### src/rtl/cmp_evt_pkg.sv
package cmp_evt_pkg;
  localparam int unsigned REG_W = 16;

  localparam int unsigned B_EN   = 15;
  localparam int unsigned B_OE   = 14;
  localparam int unsigned B_POL  = 13;
  localparam int unsigned B_FLG  = 9;
  localparam int unsigned B_OUT  = 8;
  localparam int unsigned B_SELH = 7;
  localparam int unsigned B_SELL = 6;
  localparam int unsigned B_REF  = 4;
  localparam int unsigned B_CHH  = 1;
  localparam int unsigned B_CHL  = 0;

  typedef enum logic [1:0] {
    EDGE_OFF  = 2'b00,
    EDGE_RISE = 2'b01,
    EDGE_FALL = 2'b10,
    EDGE_ANY  = 2'b11
  } edge_sel_e;

  typedef struct packed {
    logic      en;
    logic      oe;
    logic      pol;
    edge_sel_e sel;
    logic      ref_sel;
    logic [1:0] chan;
  } ctrl_t;
endpackage

### src/rtl/cmp_evt_sync.sv
module cmp_evt_sync #(
  parameter int unsigned STAGES = 2
) (
  input  logic clk_i,
  input  logic rst_ni,
  input  logic d_i,
  output logic q_o
);
  logic [STAGES-1:0] stg_q;

  generate
    if (STAGES == 1) begin : g_one
      always_ff @(posedge clk_i or negedge rst_ni) begin
        if (!rst_ni) stg_q <= '0;
        else         stg_q <= d_i;
      end
    end else begin : g_many
      always_ff @(posedge clk_i or negedge rst_ni) begin
        if (!rst_ni) stg_q <= '0;
        else         stg_q <= {stg_q[STAGES-2:0], d_i};
      end
    end
  endgenerate

  assign q_o = stg_q[STAGES-1];
endmodule

### src/rtl/cmp_evt_edge.sv
module cmp_evt_edge
  import cmp_evt_pkg::*;
(
  input  logic      clk_i,
  input  logic      rst_ni,
  input  logic      en_i,
  input  edge_sel_e sel_i,
  input  logic      raw_i,
  output logic      hit_o
);
  logic prev_q;
  logic rise, fall, match;

  // history always tracks, so re-enable sees no stale edge
  always_ff @(posedge clk_i or negedge rst_ni) begin
    if (!rst_ni) prev_q <= 1'b0;
    else         prev_q <= raw_i;
  end

  assign rise = raw_i & ~prev_q;
  assign fall = ~raw_i & prev_q;

  always_comb begin
    unique case (sel_i)
      EDGE_RISE: match = rise;
      EDGE_FALL: match = fall;
      EDGE_ANY:  match = rise | fall;
      default:   match = 1'b0;
    endcase
  end

  assign hit_o = en_i & match;
endmodule

### src/rtl/cmp_evt_regs.sv
module cmp_evt_regs
  import cmp_evt_pkg::*;
(
  input  logic             clk_i,
  input  logic             rst_ni,
  input  logic             wr_en_i,
  input  logic [REG_W-1:0] wr_data_i,
  input  logic             hit_i,
  input  logic             out_i,
  output ctrl_t            ctrl_o,
  output logic             flag_o,
  output logic             trig_o,
  output logic [REG_W-1:0] rd_data_o
);
  ctrl_t ctrl_q;
  logic  flag_q, trig_q;
  logic  clr_wr, fire;

  assign clr_wr = wr_en_i & ~wr_data_i[B_FLG];
  // event beats a same-cycle clearing write
  assign fire   = hit_i & (~flag_q | clr_wr);

  always_ff @(posedge clk_i or negedge rst_ni) begin
    if (!rst_ni) begin
      ctrl_q <= '0;
      flag_q <= 1'b0;
      trig_q <= 1'b0;
    end else begin
      trig_q <= fire;
      if (wr_en_i) begin
        ctrl_q.en      <= wr_data_i[B_EN];
        ctrl_q.oe      <= wr_data_i[B_OE];
        ctrl_q.pol     <= wr_data_i[B_POL];
        ctrl_q.sel     <= edge_sel_e'(wr_data_i[B_SELH:B_SELL]);
        ctrl_q.ref_sel <= wr_data_i[B_REF];
        ctrl_q.chan    <= wr_data_i[B_CHH:B_CHL];
      end
      if (fire)         flag_q <= 1'b1;
      else if (wr_en_i) flag_q <= wr_data_i[B_FLG];
    end
  end

  always_comb begin
    rd_data_o                = '0;
    rd_data_o[B_EN]          = ctrl_q.en;
    rd_data_o[B_OE]          = ctrl_q.oe;
    rd_data_o[B_POL]         = ctrl_q.pol;
    rd_data_o[B_FLG]         = flag_q;
    rd_data_o[B_OUT]         = out_i;
    rd_data_o[B_SELH:B_SELL] = ctrl_q.sel;
    rd_data_o[B_REF]         = ctrl_q.ref_sel;
    rd_data_o[B_CHH:B_CHL]   = ctrl_q.chan;
  end

  assign ctrl_o = ctrl_q;
  assign flag_o = flag_q;
  assign trig_o = trig_q;
endmodule

### src/rtl/cmp_evt_ctrl.sv
module cmp_evt_ctrl
  import cmp_evt_pkg::*;
#(
  parameter int unsigned SYNC_STAGES = 2
) (
  input  logic             clk_i,
  input  logic             rst_ni,
  input  logic             cmp_raw_i,
  input  logic             wr_en_i,
  input  logic [REG_W-1:0] wr_data_i,
  output logic [REG_W-1:0] rd_data_o,
  output logic             pin_val_o,
  output logic             pin_oe_o,
  output logic             evt_flag_o,
  output logic             trig_o
);
  logic  raw_s, hit, out_bit;
  ctrl_t ctrl;

  cmp_evt_sync #(.STAGES(SYNC_STAGES)) u_sync (
    .clk_i (clk_i),
    .rst_ni(rst_ni),
    .d_i   (cmp_raw_i),
    .q_o   (raw_s)
  );

  cmp_evt_edge u_edge (
    .clk_i (clk_i),
    .rst_ni(rst_ni),
    .en_i  (ctrl.en),
    .sel_i (ctrl.sel),
    .raw_i (raw_s),
    .hit_o (hit)
  );

  assign out_bit = ctrl.en & (raw_s ^ ctrl.pol);

  cmp_evt_regs u_regs (
    .clk_i    (clk_i),
    .rst_ni   (rst_ni),
    .wr_en_i  (wr_en_i),
    .wr_data_i(wr_data_i),
    .hit_i    (hit),
    .out_i    (out_bit),
    .ctrl_o   (ctrl),
    .flag_o   (evt_flag_o),
    .trig_o   (trig_o),
    .rd_data_o(rd_data_o)
  );

  assign pin_oe_o  = ctrl.oe;
  assign pin_val_o = ctrl.oe & out_bit;
endmodule

### config.mk
export PLATFORM = sky130hd
export DESIGN_NAME = cmp_evt_ctrl
export DESIGN_NICKNAME = d
export VERILOG_FILES = /design/src/rtl/cmp_evt_pkg.sv /design/src/rtl/cmp_evt_sync.sv /design/src/rtl/cmp_evt_edge.sv /design/src/rtl/cmp_evt_regs.sv /design/src/rtl/cmp_evt_ctrl.sv
export SDC_FILE = /design/constraint.sdc
export NUM_CORES = 1
export LEC_CHECK = 0
export BUFFER_PORTS_ARGS = -buffer_cell sky130_fd_sc_hd__buf_2
export CORE_MARGIN = 1.5
export CORE_UTILIZATION = 41
export CTS_CLUSTER_DIAMETER = 120
export DETAILED_ROUTE_END_ITERATION = 12
export GPL_TIMING_DRIVEN = 0
export MAX_ROUTING_LAYER = met4
export PLACE_DENSITY_LB_ADDON = 0.12
export SLEW_MARGIN = 0
export SYNTH_ARGS = -nofsm -noshare
export SYNTH_HDL_FRONTEND = slang
export SYNTH_HIERARCHICAL = 1
export SYNTH_SLANG_ARGS = --single-unit
### constraint.sdc
create_clock -name clk_i -period 1.65 [get_ports clk_i]
set_input_delay 0.0825 -clock clk_i [delete_from_list [all_inputs] [get_ports clk_i]]
set_output_delay 0.0825 -clock clk_i [all_outputs]
set_load 0.01 [all_outputs]
Word level (Yosys, flattened, before mapping):

Cells that the tools add are included.

* ROM bits: 0
* bits in latches: 0
* RAM bits: 0
* memories: 0
* word-level logic and storage cells: 31
* register bits after elaboration: 13
* output and inout port bits: 20

* magnitude comparators: 0
* div/mod/pow operators: 0
* bitwise operators: 14
* muxes and demuxes: 3
* shift-type cells: 0
* equal/unequal tests: 3
* multipliers: 0
* $add $sub $neg: 0
* reduce and logical (&&, ||, !) cells: 1

Operator list (number)
* AND 1 bit: 7
* == test 2 bit (second input constant): 2
* NOT 1 bit: 4
* one-hot mux 1 bit (3 select lines): 1
* == test 2 x 1 -> 1 bit (second input constant): 1
* 2-to-1 mux 1 bit: 2
* OR 1 bit: 2
* nonzero test 2 bit: 1
* XOR 1 bit: 1

Depth between registers and ports, before layout:

* word-level depth: 7
* depth in mapped cells: 5

Cells and area by module:

The synthesis kept the hierarchy.

By module, submodules not included
* cmp_evt_regs: seq. area each 250.2 um2, cells an instance 40, times used 1, area an instance 503.0 um2
* cmp_evt_edge: seq. area each 25.0 um2, cells an instance 10, times used 1, area an instance 87.6 um2
* cmp_evt_sync: seq. area each 50.0 um2, cells an instance 2, times used 1, area an instance 50.0 um2
* cmp_evt_ctrl: seq. area each 0.0 um2, cells an instance 3, times used 1, area an instance 22.5 um2

Worst setup path after synthesis:

Ideal clock, no wire load.

* kind: register to register
* start: register u_sync.stg_q[1]
* end: register u_regs.trig_q, in the netlist u_regs/trig_o
* arrival: 1.276 ns
* library setup time: 0.084 ns
* clock period less this slack: 1.360 ns
* required time: 1.566 ns
* buffers on the path: 0
* path slack: 0.290 ns
* cell stages (with the launch flop): 6
* cells stage by stage: dfrtp_1 -> inv_1 -> ha_1 -> nand2b_1 -> a311oi_1 -> a21boi_0

* cells in the longest elaborated chain, start to end: 6
* elaborated cells between the ends (all ways): 7
* classes of those cells: mux (1); bitwise (6)

RTL lines
* start, declared: RTL line cmp_evt_sync.sv:9 `logic [STAGES-1:0] stg_q;`
* start signal, assigned: RTL line cmp_evt_sync.sv:20 `else stg_q <= {stg_q[STAGES-2:0], d_i};`
* NOT 1 bit: RTL line cmp_evt_edge.sv:21 `assign fall = ~raw_i & prev_q;`
* AND 1 bit: RTL line cmp_evt_edge.sv:21
* OR 1 bit: RTL line cmp_evt_edge.sv:27 `EDGE_ANY: match = rise | fall;`
* one-hot mux 1 bit (3 select lines) (*): RTL line cmp_evt_edge.sv:24 `unique case (sel_i)`
* AND 1 bit (*): RTL line cmp_evt_edge.sv:32 `assign hit_o = en_i & match;`
* net hit: RTL line cmp_evt_ctrl.sv:17 `logic raw_s, hit, out_bit;`
* AND 1 bit (*): RTL line cmp_evt_regs.sv:21 `assign fire = hit_i & (~flag_q | clr_wr);`
* net u_regs.fire: RTL line cmp_evt_regs.sv:17 `logic clr_wr, fire;`
* end signal, assigned: RTL line cmp_evt_regs.sv:29 `trig_q <= fire;`
* end, declared: RTL line cmp_evt_regs.sv:16 `logic flag_q, trig_q;`

Mark *: on every way through the listed nets, which the timed path passes. The rest lies on a longest branch.
A chain may end at the register's enable or synchronous reset.

Worst setup path in the final report:

Same ends and word-level chain as after synthesis.

==> impl.org <==
** Logic synthesis
- The synthesized netlist devotes under 10% of its cell area to adder and majority cells.
- Total number of yosys warnings :: 6
- Number of distinct library cells after synthesis :: 16
- The mapped netlist covers approximately 660 um2.
- Sequential share of the synthesized area :: 49.06%
- Summing the areas of all xor and xnor instances in the mapped netlist gives under 10% of the synthesized area.
- Most used standard cells in the synthesized netlist :: sky130_fd_sc_hd__buf_4, sky130_fd_sc_hd__dfrtp_1, sky130_fd_sc_hd__mux2_2, sky130_fd_sc_hd__inv_1, sky130_fd_sc_hd__nand2b_1
- The top cell type by area accounts for 49.06% of the synthesized area.
- In the synthesized netlist, mux cells make up a little over an eighth of the area.
- Largest cells by area after synthesis :: sky130_fd_sc_hd__dfrtp_1, sky130_fd_sc_hd__buf_4, sky130_fd_sc_hd__mux2_2
- In the synthesized netlist the async set-or-reset flop fraction comes to 100.0%.
- The most common cell in the synthesized netlist is sky130_fd_sc_hd__buf_4.
- Of the total synthesized cell area, the portion taken by AND, OR, NAND and NOR gates is under 10%.
- Post-Syn Area per Cell :: 12.06 um2
- Among all flip-flop cells after synthesis, the most frequent one is sky130_fd_sc_hd__dfrtp_1.
- In this run, synthesis inferred 0 flip-flops with an integrated enable.
- After synthesis, the largest family of logic cells by area is buffers and inverters.
- Leading area contributor after synthesis :: sky130_fd_sc_hd__dfrtp_1
- Synthesis produced between 50 and 60 cells.
- Synthesized-area fraction occupied by ao, oa, aoi and oai cells :: under 10%
- Number of synthesized register bits :: 13

** Drt
- Once detail routing completed, the nets flagged for antenna violations numbered 0.
- Total wire length :: approximately 900 um
- DRC violation count after routing :: 0
- Iteration count of the initial detailed-routing pass :: 2
- Via count :: around 450
- Dividing the detail-routed wire length by the instance count gives ~8.5 um.
- Using the TritonRoute via totals, the vias-per-cell ratio works out to 4.178.
- The detailed router finished its first iteration with 2 violations.

** Setup path
- Critical path data arrival time :: roughly 1.7 ns
- Crit path kind :: reg2reg
- Chain of cells forming the critical path :: inv_1 > ha_1 > nand2b_1 > a311oi_1 > a21boi_0
- The slowest stage of the critical path is the sky130_fd_sc_hd__dfrtp_1 cell.
- Data required time at the worst endpoint :: 1.84 ns
- Stage delay of the slowest cell on the critical path :: 0.41 ns
- Category of the worst setup path capture point :: flop
- The worst setup path is launched from a flop.
- Along the worst path, the maximum fanout reaches 4.

** STA
- Setup clock skew after layout :: ~0.00038 ns
- Derived from the worst setup path, the maximum achievable clock frequency is 684.4 MHz.
- Hold Vio Cnt, Final :: 0
- Unrepaired setup endpoints after global routing :: no
- Setup violations remaining at the end of the flow were counted as 0.
- Post-layout min period :: 1.461 ns
- The max-slew violation count is 0.
- After routing, the total negative slack on setup checks comes to 0 ns.
- Fraction of the cycle the final worst path needs :: ~90%
- Worst-case setup margin in the final layout :: ~0.19 ns

** Clocking
- Clock tree synthesis inserted a total of 3 buffers.
- Worst skew pair latency :: between 0.2 and 0.3 ns
- In this run the number of H-tree levels came out at 1.
- TritonCTS clock tree :: done
- Clock slew seen by the registers of the worst setup and hold paths :: around 0.08 ns
- The number of setup buffers added after CTS is 0.
- The clock passes through at most 2 buffers.
- Counting every sink on the clock net gives 13.
- The tree is rooted in a sky130_fd_sc_hd__clkbuf_4.

** Global routing
- Initial antenna violation count :: 0
- Pin count of the biggest net entering global routing :: 14
- The first global-routing pass estimated roughly 1.5 mm of wire.
- GRT Overall Usage :: between 10% and 20%
- Total congestion overflow :: 0
- The via count of the first global-routing pass was 350.

** Power and ir drop
- Power density over cell area :: 840.3 mW/mm2
- Peak VDD IR :: approximately 0.66 mV
- Summed over all cells, the static leakage comes to ~0.48 nW.

** Final layout
- Area taken by multi-input logic gates :: around 210 um2
- Ratio of cells with drive above 1 in the final layout :: 59.34%
- Final cell count without fillers :: approximately 110
- Synthesis-to-finish area growth :: 31.70%
- Antenna diode count :: 0
- Final-stage net count :: 114
- Registers take ~330 um2.
- Filler cell count :: 150
- Final Util :: slightly below 60%

** Die
- The die covers 0.001868 mm2.
- The core region is between 0.0015 and 0.002 mm2.
- After floorplanning, the core was divided into 14 placement rows.
- Once the floorplan was initialized, standard cells occupied about 44% of the core.
- Chip Width :: around 43 um
- Ports :: 40
- Die outline height :: around 43 um

** Job
- Count of max-cap constraint violations :: 0

** Place
- OpenSTA, run right after detailed placement, puts the worst setup slack at 0.1747 ns.
- The count of buffers added on input and output ports is 25.
- Routability congestion estimate from global placement :: 0.6045
- Including well taps, the total number of placed cells is roughly 100.

** Worst hold path
- The min-delay analysis places its worst path in the category in2reg.

** Outcome
- Outcome :: finished, final reports clean
==> power breakdown <==
part | internal, mW | total [mW] | switching, mW
clock | 0.0934 | 0.191 | 0.0979
combinational | 0.108 | 0.176 | 0.0677
sequential | 0.347 | 0.367 | 0.0202
==> cell families (layout without fill, tap and decap cells) <==
kind of cell	Yosys count	after routing
flip-flops	13	13
adder cells (fa/ha/maj)	2	2
other	1	6
XOR/XNOR	1	1
AO/OA/AOI/OAI	4	4
multiplexers	8	8
buffers and inverters	20	51
AND/OR/NAND/NOR	6	6
==> worst max-delay path, delay by kind of cell (launching register included) <==
family / cells / cell delay (ns)
buffers and inverters: 1 / 0.06
adder cells (fa/ha/maj): 1 / 0.28
AND/OR/NAND/NOR: 1 / 0.13
AO/OA/AOI/OAI: 2 / 0.50
flip-flops: 1 / 0.41
==> what timing repair did <==
action | 4_1_cts | 5_1_grt
hold buffers | 2 | 0
resized for setup | 0 | 0
hold endpoints to repair | 14 | 0
==> stage by stage <==
| stage | cell area (um2) | power, mW | hold slack [ns] |
|---|---|---|---|
| after floorplan | 681.9 | 0.4895 | -0.2131 |
| after global placement | 827.0 | 0.5465 | -0.01551 |
| after detailed placement | 827.0 | 0.5495 | -0.01487 |
| after CTS | 873.3 | 0.7437 | 0.03638 |
| after global routing | 873.3 | 0.7803 | 0.03112 |
| final | 873.3 | 0.7338 | 0.03984 |
==> per-layer routing <==
| layer | vias up | GRT usage [%] | share of wire, % |
|---|---|---|---|
| met4 | 0 | 7.273 | 1.8 |
| met2 | 17 | 15.82 | 46 |
| met3 | 2 | 3.830 | 8.0 |
| met5 | - | - | 0 |
| li1 | 229 | - | - |
| met1 | 199 | 14.59 | 44 |
==> cell usage in the layout, fill, tap and decap left out, drive strengths merged, types with 2 or more instances in the layout <==
master / instances
inv: 3
dfrtp: 13
nand2b: 3
clkbuf: 4
conb: 6
mux2: 8
dlygate4sd3: 2
ha: 2
buf: 42
==> sequential cells by signal (all words and copies together), names as in the netlist <==
name,count
u_edge/prev_q,1
u_regs/ctrl_o,8
u_regs/flag_o,1
u_regs/trig_o,1
u_sync/stg_q,2
==> path summary, 6_finish.rpt <==
| kind | from | end | slack (ns) | cells past startpoint |
|---|---|---|---|---|
| max | u_sync/stg_q[1] | u_regs/trig_o | 0.19 | 5 |
| min | wr_data_i[14] | u_regs/ctrl_o[6] | 0.04 | 2 |
| max reg2reg | u_sync/stg_q[1] | u_regs/trig_o | 0.19 | 5 |
| min reg2reg | u_sync/stg_q[0] | u_sync/stg_q[1] | 0.37 | 0 |
| max in group asynchronous | rst_ni | u_regs/ctrl_o[4] | 1.22 | 2 |
| min in group asynchronous | rst_ni | u_sync/stg_q[0] | 0.22 | 2 |
==> layout make-up <==
class	instances	share of cell area, %
well taps	16	2.292
flip-flops and latches	13	37.25
plain buffers	17	15.04
repair buffers	27	16.62
clock buffers	4	3.009
inverters	3	1.289
multi-input cells	27	24.50
(Power assumes the default switching activity.)
